<file path="config.mk">
export PLATFORM = sky130hd
export DESIGN_NAME = thread_issue_sel
export DESIGN_NICKNAME = d
export VERILOG_FILES = /design/src/rtl/tsel_pkg.sv /design/src/rtl/tsel_stall_reg.sv /design/src/rtl/tsel_elig.sv /design/src/rtl/tsel_rr_pick.sv /design/src/rtl/thread_issue_sel.sv
export SDC_FILE = /design/constraint.sdc
export NUM_CORES = 1
export LEC_CHECK = 0
export ABC_AREA = 1
export BUFFER_PORTS_ARGS = -buffer_cell sky130_fd_sc_hd__clkbuf_2
export CAP_MARGIN = 20
export CORE_UTILIZATION = 45
export DETAILED_ROUTE_END_ITERATION = 7
export PLACE_DENSITY_LB_ADDON = 0.15
export SLEW_MARGIN = 20
export SYNTH_ARGS = -nofsm -noshare
export SYNTH_HDL_FRONTEND = slang
export SYNTH_SLANG_ARGS = --single-unit
</file>
<file path="constraint.sdc">
create_clock -name clk -period 2.6 [get_ports clk]
set_input_delay 0.13 -clock clk [delete_from_list [all_inputs] [get_ports clk]]
set_output_delay 0.13 -clock clk [all_outputs]
set_load 0.01 [all_outputs]
</file>
<file path="src/rtl/tsel_pkg.sv">
package tsel_pkg;

  localparam int unsigned MAX_THREADS = 32;

  typedef logic [MAX_THREADS-1:0] tmask_t;

  // Next index in a ring of n entries.
  function automatic int unsigned wrap_inc(input int unsigned i, input int unsigned n);
    return (i + 1 >= n) ? 0 : i + 1;
  endfunction

  // First set bit of elig at or after start, wrapping within n bits; result is one-hot or zero.
  function automatic tmask_t rr_pick(input tmask_t elig, input int unsigned start,
                                     input int unsigned n);
    tmask_t r;
    logic   found;
    int unsigned idx;
    r     = '0;
    found = 1'b0;
    idx   = start;
    for (int unsigned off = 0; off < MAX_THREADS; off++) begin
      if (off < n) begin
        if (!found && elig[idx]) begin
          r[idx] = 1'b1;
          found  = 1'b1;
        end
        idx = wrap_inc(idx, n);
      end
    end
    return r;
  endfunction

  // Position of the set bit in a one-hot mask (0 when empty).
  function automatic int unsigned onehot_index(input tmask_t oh, input int unsigned n);
    int unsigned r;
    r = 0;
    for (int unsigned i = 0; i < MAX_THREADS; i++) begin
      if (i < n && oh[i]) r = i;
    end
    return r;
  endfunction

endpackage

</file>
<file path="src/rtl/tsel_stall_reg.sv">
module tsel_stall_reg #(
  parameter int unsigned NUM_THREADS = 4
) (
  input  logic                   clk,
  input  logic                   rst_n,
  input  logic [NUM_THREADS-1:0] stall_in,
  output logic [NUM_THREADS-1:0] stall_q
);
  // One flop per thread: a stall seen at edge k blocks selection at edge k+1.
  for (genvar t = 0; t < NUM_THREADS; t++) begin : g_thr
    always_ff @(posedge clk or negedge rst_n) begin
      if (!rst_n) stall_q[t] <= 1'b0;
      else        stall_q[t] <= stall_in[t];
    end
  end
endmodule

</file>
<file path="src/rtl/tsel_elig.sv">
module tsel_elig #(
  parameter int unsigned NUM_THREADS = 4
) (
  input  logic                   issue_en,
  input  logic [NUM_THREADS-1:0] park_mask,
  input  logic [NUM_THREADS-1:0] stall_q,
  output logic [NUM_THREADS-1:0] elig,
  output logic                   any_elig,
  output logic                   idle_next
);
  for (genvar t = 0; t < NUM_THREADS; t++) begin : g_thr
    assign elig[t] = issue_en & ~park_mask[t] & ~stall_q[t];
  end
  assign any_elig  = |elig;
  // Stalled threads keep the core busy; only parking or disable makes it idle.
  assign idle_next = ~issue_en | (&park_mask);
endmodule

</file>
<file path="src/rtl/tsel_rr_pick.sv">
module tsel_rr_pick #(
  parameter int unsigned NUM_THREADS = 4,
  localparam int unsigned IDXW = (NUM_THREADS > 1) ? $clog2(NUM_THREADS) : 1
) (
  input  logic [NUM_THREADS-1:0] elig,
  input  logic [IDXW-1:0]        start,
  output logic [NUM_THREADS-1:0] pick,
  output logic [IDXW-1:0]        next_start
);
  import tsel_pkg::*;

  tmask_t pick_full;

  always_comb begin
    pick_full  = rr_pick(tmask_t'(elig), int'(start), NUM_THREADS);
    pick       = pick_full[NUM_THREADS-1:0];
    next_start = IDXW'(wrap_inc(onehot_index(pick_full, NUM_THREADS), NUM_THREADS));
  end
endmodule

</file>
<file path="src/rtl/thread_issue_sel.sv">
module thread_issue_sel #(
  parameter int unsigned NUM_THREADS = 4,
  localparam int unsigned IDXW = (NUM_THREADS > 1) ? $clog2(NUM_THREADS) : 1
) (
  input  logic                   clk,
  input  logic                   rst_n,
  input  logic                   issue_en,
  input  logic [NUM_THREADS-1:0] park_mask,
  input  logic [NUM_THREADS-1:0] stall_mask,
  output logic [NUM_THREADS-1:0] grant,
  output logic                   grant_valid,
  output logic                   core_idle
);
  // Named internal events, visible to the bound checker.
  logic [NUM_THREADS-1:0] stall_q;
  logic [NUM_THREADS-1:0] elig_vec;
  logic                   any_elig;
  logic                   idle_next;
  logic [NUM_THREADS-1:0] pick_vec;
  logic [IDXW-1:0]        start_q;
  logic [IDXW-1:0]        start_next;

  tsel_stall_reg #(.NUM_THREADS(NUM_THREADS)) u_stall (
    .clk      (clk),
    .rst_n    (rst_n),
    .stall_in (stall_mask),
    .stall_q  (stall_q)
  );

  tsel_elig #(.NUM_THREADS(NUM_THREADS)) u_elig (
    .issue_en  (issue_en),
    .park_mask (park_mask),
    .stall_q   (stall_q),
    .elig      (elig_vec),
    .any_elig  (any_elig),
    .idle_next (idle_next)
  );

  tsel_rr_pick #(.NUM_THREADS(NUM_THREADS)) u_pick (
    .elig       (elig_vec),
    .start      (start_q),
    .pick       (pick_vec),
    .next_start (start_next)
  );

  always_ff @(posedge clk or negedge rst_n) begin
    if (!rst_n) begin
      grant       <= '0;
      grant_valid <= 1'b0;
      core_idle   <= 1'b1;
      start_q     <= '0;
    end else begin
      grant       <= pick_vec;
      grant_valid <= any_elig;
      core_idle   <= idle_next;
      if (any_elig) start_q <= start_next;
    end
  end
endmodule

</file>
Word level (Yosys, flattened, before mapping). Cells that the tools add are included. Widths: inputs -> output; s select.

Register bits: 12. Bits in latches: 0. Memory bits (writable): 0. ROM bits: 0. Bits of input ports: 11. Output and inout bits: 6. Logic and storage cells: 87. Memories kept: 0.

$add $sub $neg: 4. $mul: 0. Div/mod/pow operators: 0. Order comparisons: 12. Eq/ne operators: 0. Shift operators: 0. Mux-type cells: 30. Bitwise logic cells: 21. Reductions and logical operators: 12.

Operators by type and width (number): $ge 32x1->1 const B (3); $ge 32x3->1 const B (3); $lt 32x6->1 const B (3); $mux 32 (3); $add 32x1->32 const B (2); $mux 4 (4); $bmux 1 s5 (3); $demux 1 s5 (3); $mux 1 (12); $or 4x4->4 (3); $not 1->1 (9); $and 1x1->1 (8); $logic_and 1x1->1 (7); $add 2x1->3 const B (2); $lt 2x6->1 const B (1); $mux 2 (3); $reduce_and 4->1 (1); $reduce_or 4->1 (1); $ge 3x3->1 const B (1); $logic_not 1->1 (3); $bmux 1 s2 (1); $demux 1 s2 (1); $ge 2x1->1 const B (1); $or 1x1->1 (1).

Logic depth before layout (Yosys ltp).
Depth in word-level cells: 21. Depth in mapped cells: 16. Depth with buffers taken out: 16.

By module. From an unflattened synthesis, not the netlist that was laid out.

Cells, all modules: 129. Area total of the unflattened synthesis: 932.1 um^2.

Modules (own cells, without submodules): tsel_rr_pick (instances 1, cells each 88, area each 511.7 um^2, sequential area each 0.0 um^2); thread_issue_sel (instances 1, cells each 15, area each 227.7 um^2, sequential area each 201.4 um^2); tsel_stall_reg (instances 1, cells each 4, area each 100.1 um^2, sequential area each 100.1 um^2); tsel_elig (instances 1, cells each 22, area each 92.6 um^2, sequential area each 0.0 um^2).

Worst setup path after synthesis. No wires, ideal clock.

Kind: register to register. From: register start_q[0]. To: register start_q[1]. Arrival: 1802 ps. Required time: 2483 ps. Slack: 681 ps. Stages on the path, launching flop included: 15. Path buffers: 0. Clock period less this slack: 1919 ps. Cell sequence: dfrtp_1 > inv_2 > ha_1 > nand3_1 > nor2_1 > nor2_1 > nand2_1 > nor2_2 > nand3_2 > nor2_1 > nor2_1 > nand2_1 > nor2_2 > nand2_1 > nand2_1.

Elaborated cells between the ends (all ways): 59. Those cells by class: 4 x add/sub; 12 x order compare; 30 x mux; 3 x bitwise; 10 x reduce/logical.

RTL lines: start, declared (RTL line thread_issue_sel.sv:20) `logic [IDXW-1:0] start_q;`; start signal, assigned (RTL line thread_issue_sel.sv:56) `if (any_elig) start_q <= start_next;`; $add 2x1->3 (RTL line tsel_pkg.sv:9) `return (i + 1 >= n) ? 0 : i + 1;`; $ge 32x3->1 (RTL line tsel_pkg.sv:9); $mux 32 (RTL line tsel_pkg.sv:9); $add 32x1->32 (RTL line tsel_pkg.sv:9); $ge 32x3->1 (RTL line tsel_pkg.sv:9); $mux 32 (RTL line tsel_pkg.sv:9); $add 32x1->32 (RTL line tsel_pkg.sv:9); $ge 32x3->1 (RTL line tsel_pkg.sv:9); [... 4 more ...]; $demux 1 s5; $or 4x4->4 (no line); $mux 4 * (RTL line tsel_pkg.sv:23) `if (!found && elig[idx]) begin`; via pick_vec[3] (RTL line thread_issue_sel.sv:19) `logic [NUM_THREADS-1:0] pick_vec;`; $mux 2 * (RTL line tsel_pkg.sv:38) `if (i < n && oh[i]) r = i;`; $add 2x1->3 * (RTL line tsel_pkg.sv:9); $ge 3x3->1 (RTL line tsel_pkg.sv:9); $mux 2 * (RTL line tsel_pkg.sv:9).

The timed path passes the listed nets; every way through them passes the cells marked *. The select of a mux whose other input is x is not followed. A chain may end at the register's enable or synchronous reset.

Worst setup path after layout.
From: register start_q[0]. To: register start_q[0].

Same word-level chain as after synthesis.

==> impl_metrics.toml <==
[min_path]
hold_start = "park_mask[1]"
worstHoldPathType = "in -> reg"
holdPathEnd = "core_idle"
min_path_cells = 3

[global_routing]
grt_pass1_wl_mm = 4.11
grt_max_degree = 13
antenna_found_initial = 0
track_usage_pct = 21.8
grt-ovfl-total = 0
grt_pass1_vias = 959

[clocking]
cts.sinks = 12
postCtsHoldBufs = 5
clkTransAtPathRegs_ns = 0.07
numCtsBuffers = 3
clock_path_buffers = 2
post_cts_resized = 0
htree_levels = 1
cts_setup_buffers = 0
clock_latency_ns = 0.27
cts_tree = "built"
cts_root_buf = "clkbuf_4"

[run_status]
outcome = "finished clean"

[route]
met1_length_mm = 1.06
met2_length_mm = 1.20
drc = 0
firstDrtPassIters = 4
wire_per_inst_um = 12.1
viasPerCell = 5.18
vias = 1031
drt-initial-drc-count = 23
highest_layer = "met4"
wirelength_mm = 2.40
drtAntennaViolNets = 0
dr_wl_met3_um = 124

[setup_path]
path_class = "reg -> reg"
timing.reg2reg.setup_slack_ns = 0.33
rr_startpoint = "start_q[0]"
worstPathMaxFanout = 8
r2r-end = "start_q[0]"
cp-start-kind = "flop"
crit_required_ns = 2.76
reg2reg_depth = 15
cp-end-kind = "flop"
arrival_ns = 2.44

[logic_synthesis]
yosys_warnings = 0
synth_area_um2 = 1010
ys_seq_area_share_pct = 29.9
synth-seq-cells = 12
ys_types = 20
syn_avg_cell_area_um2 = 6.91
synthCells = 146
synth_fp_nets = 164

[placement]
port_buffers = 16
gp_congestion = 0.940
place_hpwl_mm = 1.94

[sta]
min_period_ns = 2.27
setup_viol = 0
max_freq_ghz = 0.440
slew_violations = 0
hold_viol = 0
tightest_slew_ns = 0.322
finClkSkew_ns = 0.000981
rsz0062_at_grt = "false"
relSlewSlack_pct = 78.6
post-route-period-util_pct = 87.5
finalSetupTns_ns = 0

[pwr]
power_density_nw_per_um2 = 1120
p_leak_nw = 0.678
ir_drop_mv = 0.713
total_power_w = 0.00137

[layout]
area_growth_syn_to_layout_pct = 20.6
nets = 191
layout_common_cells = "nand2_1 (38), nand3_1 (23), inv_1 (19)"
mostFrequentLayoutCell = "nand2_1"
drive_above_1_share_pct = 23.8
register_area_um2 = 302
multi_input_area_um2 = 621
n_fill_cell = 202
diodes = 0

[die]
core_region_area_um2 = 2040
ioPinCount = 17
die_width_um = 49.3
initial_core_util_pct = 49.4
num_rows = 16
dieHeight_um = 49.3
die-area_um2 = 2430

[flow_run]
maxCapViolations = 0
==> per-layer routing <==
layer	up-vias	global-route usage [%]
met5	-	0
met4	0	3.43
met3	2	5.61
met2	32	37.9
met1	470	27.3
li1	527	-
==> worst max path at each step <==
stage          slack [ns]         end       start  cells past startpoint
3_3_place_gp         0.34  start_q[1]  start_q[0]                     14
5_1_grt              0.11  start_q[0]  start_q[0]                     15
2_1_floorplan        0.68  start_q[1]  start_q[0]                     14
6_report             0.33  start_q[0]  start_q[0]                     15
4_1_cts              0.30  start_q[1]  start_q[0]                     14
3_5_place_dp         0.31  start_q[1]  start_q[0]                     14
==> cell families (layout without fill, tap and decap cells) <==
logic type	count (synthesis)	after routing	synth area share (%)
AO/OA/AOI/OAI	5	5	2.73
buffers and inverters	23	49	8.56
AND/OR/NAND/NOR	99	99	50.1
flip-flops	12	12	29.9
adder cells (fa/ha/maj)	7	7	8.68
==> metrics by stage <==
step	instances	cell area [um^2]	util, %	worst slack (ns)	hold slack [ns]
after detailed placement	190	1130	55.3	0.309	0.0234
after floorplan	146	1010	-	0.681	-0.166
final	199	1220	59.6	0.326	0.0910
after global routing	199	1220	59.6	0.112	0.134
after CTS	199	1220	59.6	0.295	0.0840
after global placement	190	1130	55.3	0.344	0.0148
==> power breakdown <==
group / internal (W) / switching [W] / total (W)
sequential: 0.000229 / 0.0000407 / 0.000270
clock: 0.0000850 / 0.0000586 / 0.000144
combinational: 0.000313 / 0.000639 / 0.000952
total: 0.000627 / 0.000738 / 0.00137
==> sequential cells by signal, summed over array words and instances (netlist names) <==
name / flops
grant_valid: 1
core_idle: 1
start_q: 2
grant: 4
u_stall.stall_q: 4
==> worst max-delay path: stages (launching register included) <==
cell and delay (ns):
dfrtp_1 0.49, inv_2 0.21, ha_1 0.29, inv_1 0.14
nand3_1 0.13, nor2_1 0.05, nor2_1 0.12, nand2_1 0.08
nor2_2 0.13, nand3_2 0.10, nor2_1 0.13, nor2_1 0.05
nand2_1 0.09, nor2_2 0.05, nand2_1 0.05, nand2_1 0.04
==> cells in the mapped netlist, drive strengths merged <==
cell | count | area, um^2
a21oi | 1 | 5.00
clkinv | 1 | 3.75
dfrtp | 11 | 275
dfstp | 1 | 26.3
ha | 7 | 87.6
inv | 22 | 82.6
nand2 | 42 | 183
nand3 | 29 | 175
nand4 | 7 | 43.8
nor2 | 18 | 87.6
nor3 | 2 | 10.0
nor4 | 1 | 6.26
o21ai | 3 | 15.0
o31ai | 1 | 7.51
==> layout make-up <==
type	instances	share of cell area, %
Clock buffer	4	2.98
Inverter	23	7.10
Multi-Input combinational cell	111	51.0
Sequential cell	12	24.8
Tap cell	27	2.78
Timing Repair Buffer	22	11.3
Note: power is estimated with default switching activity, not from simulation.
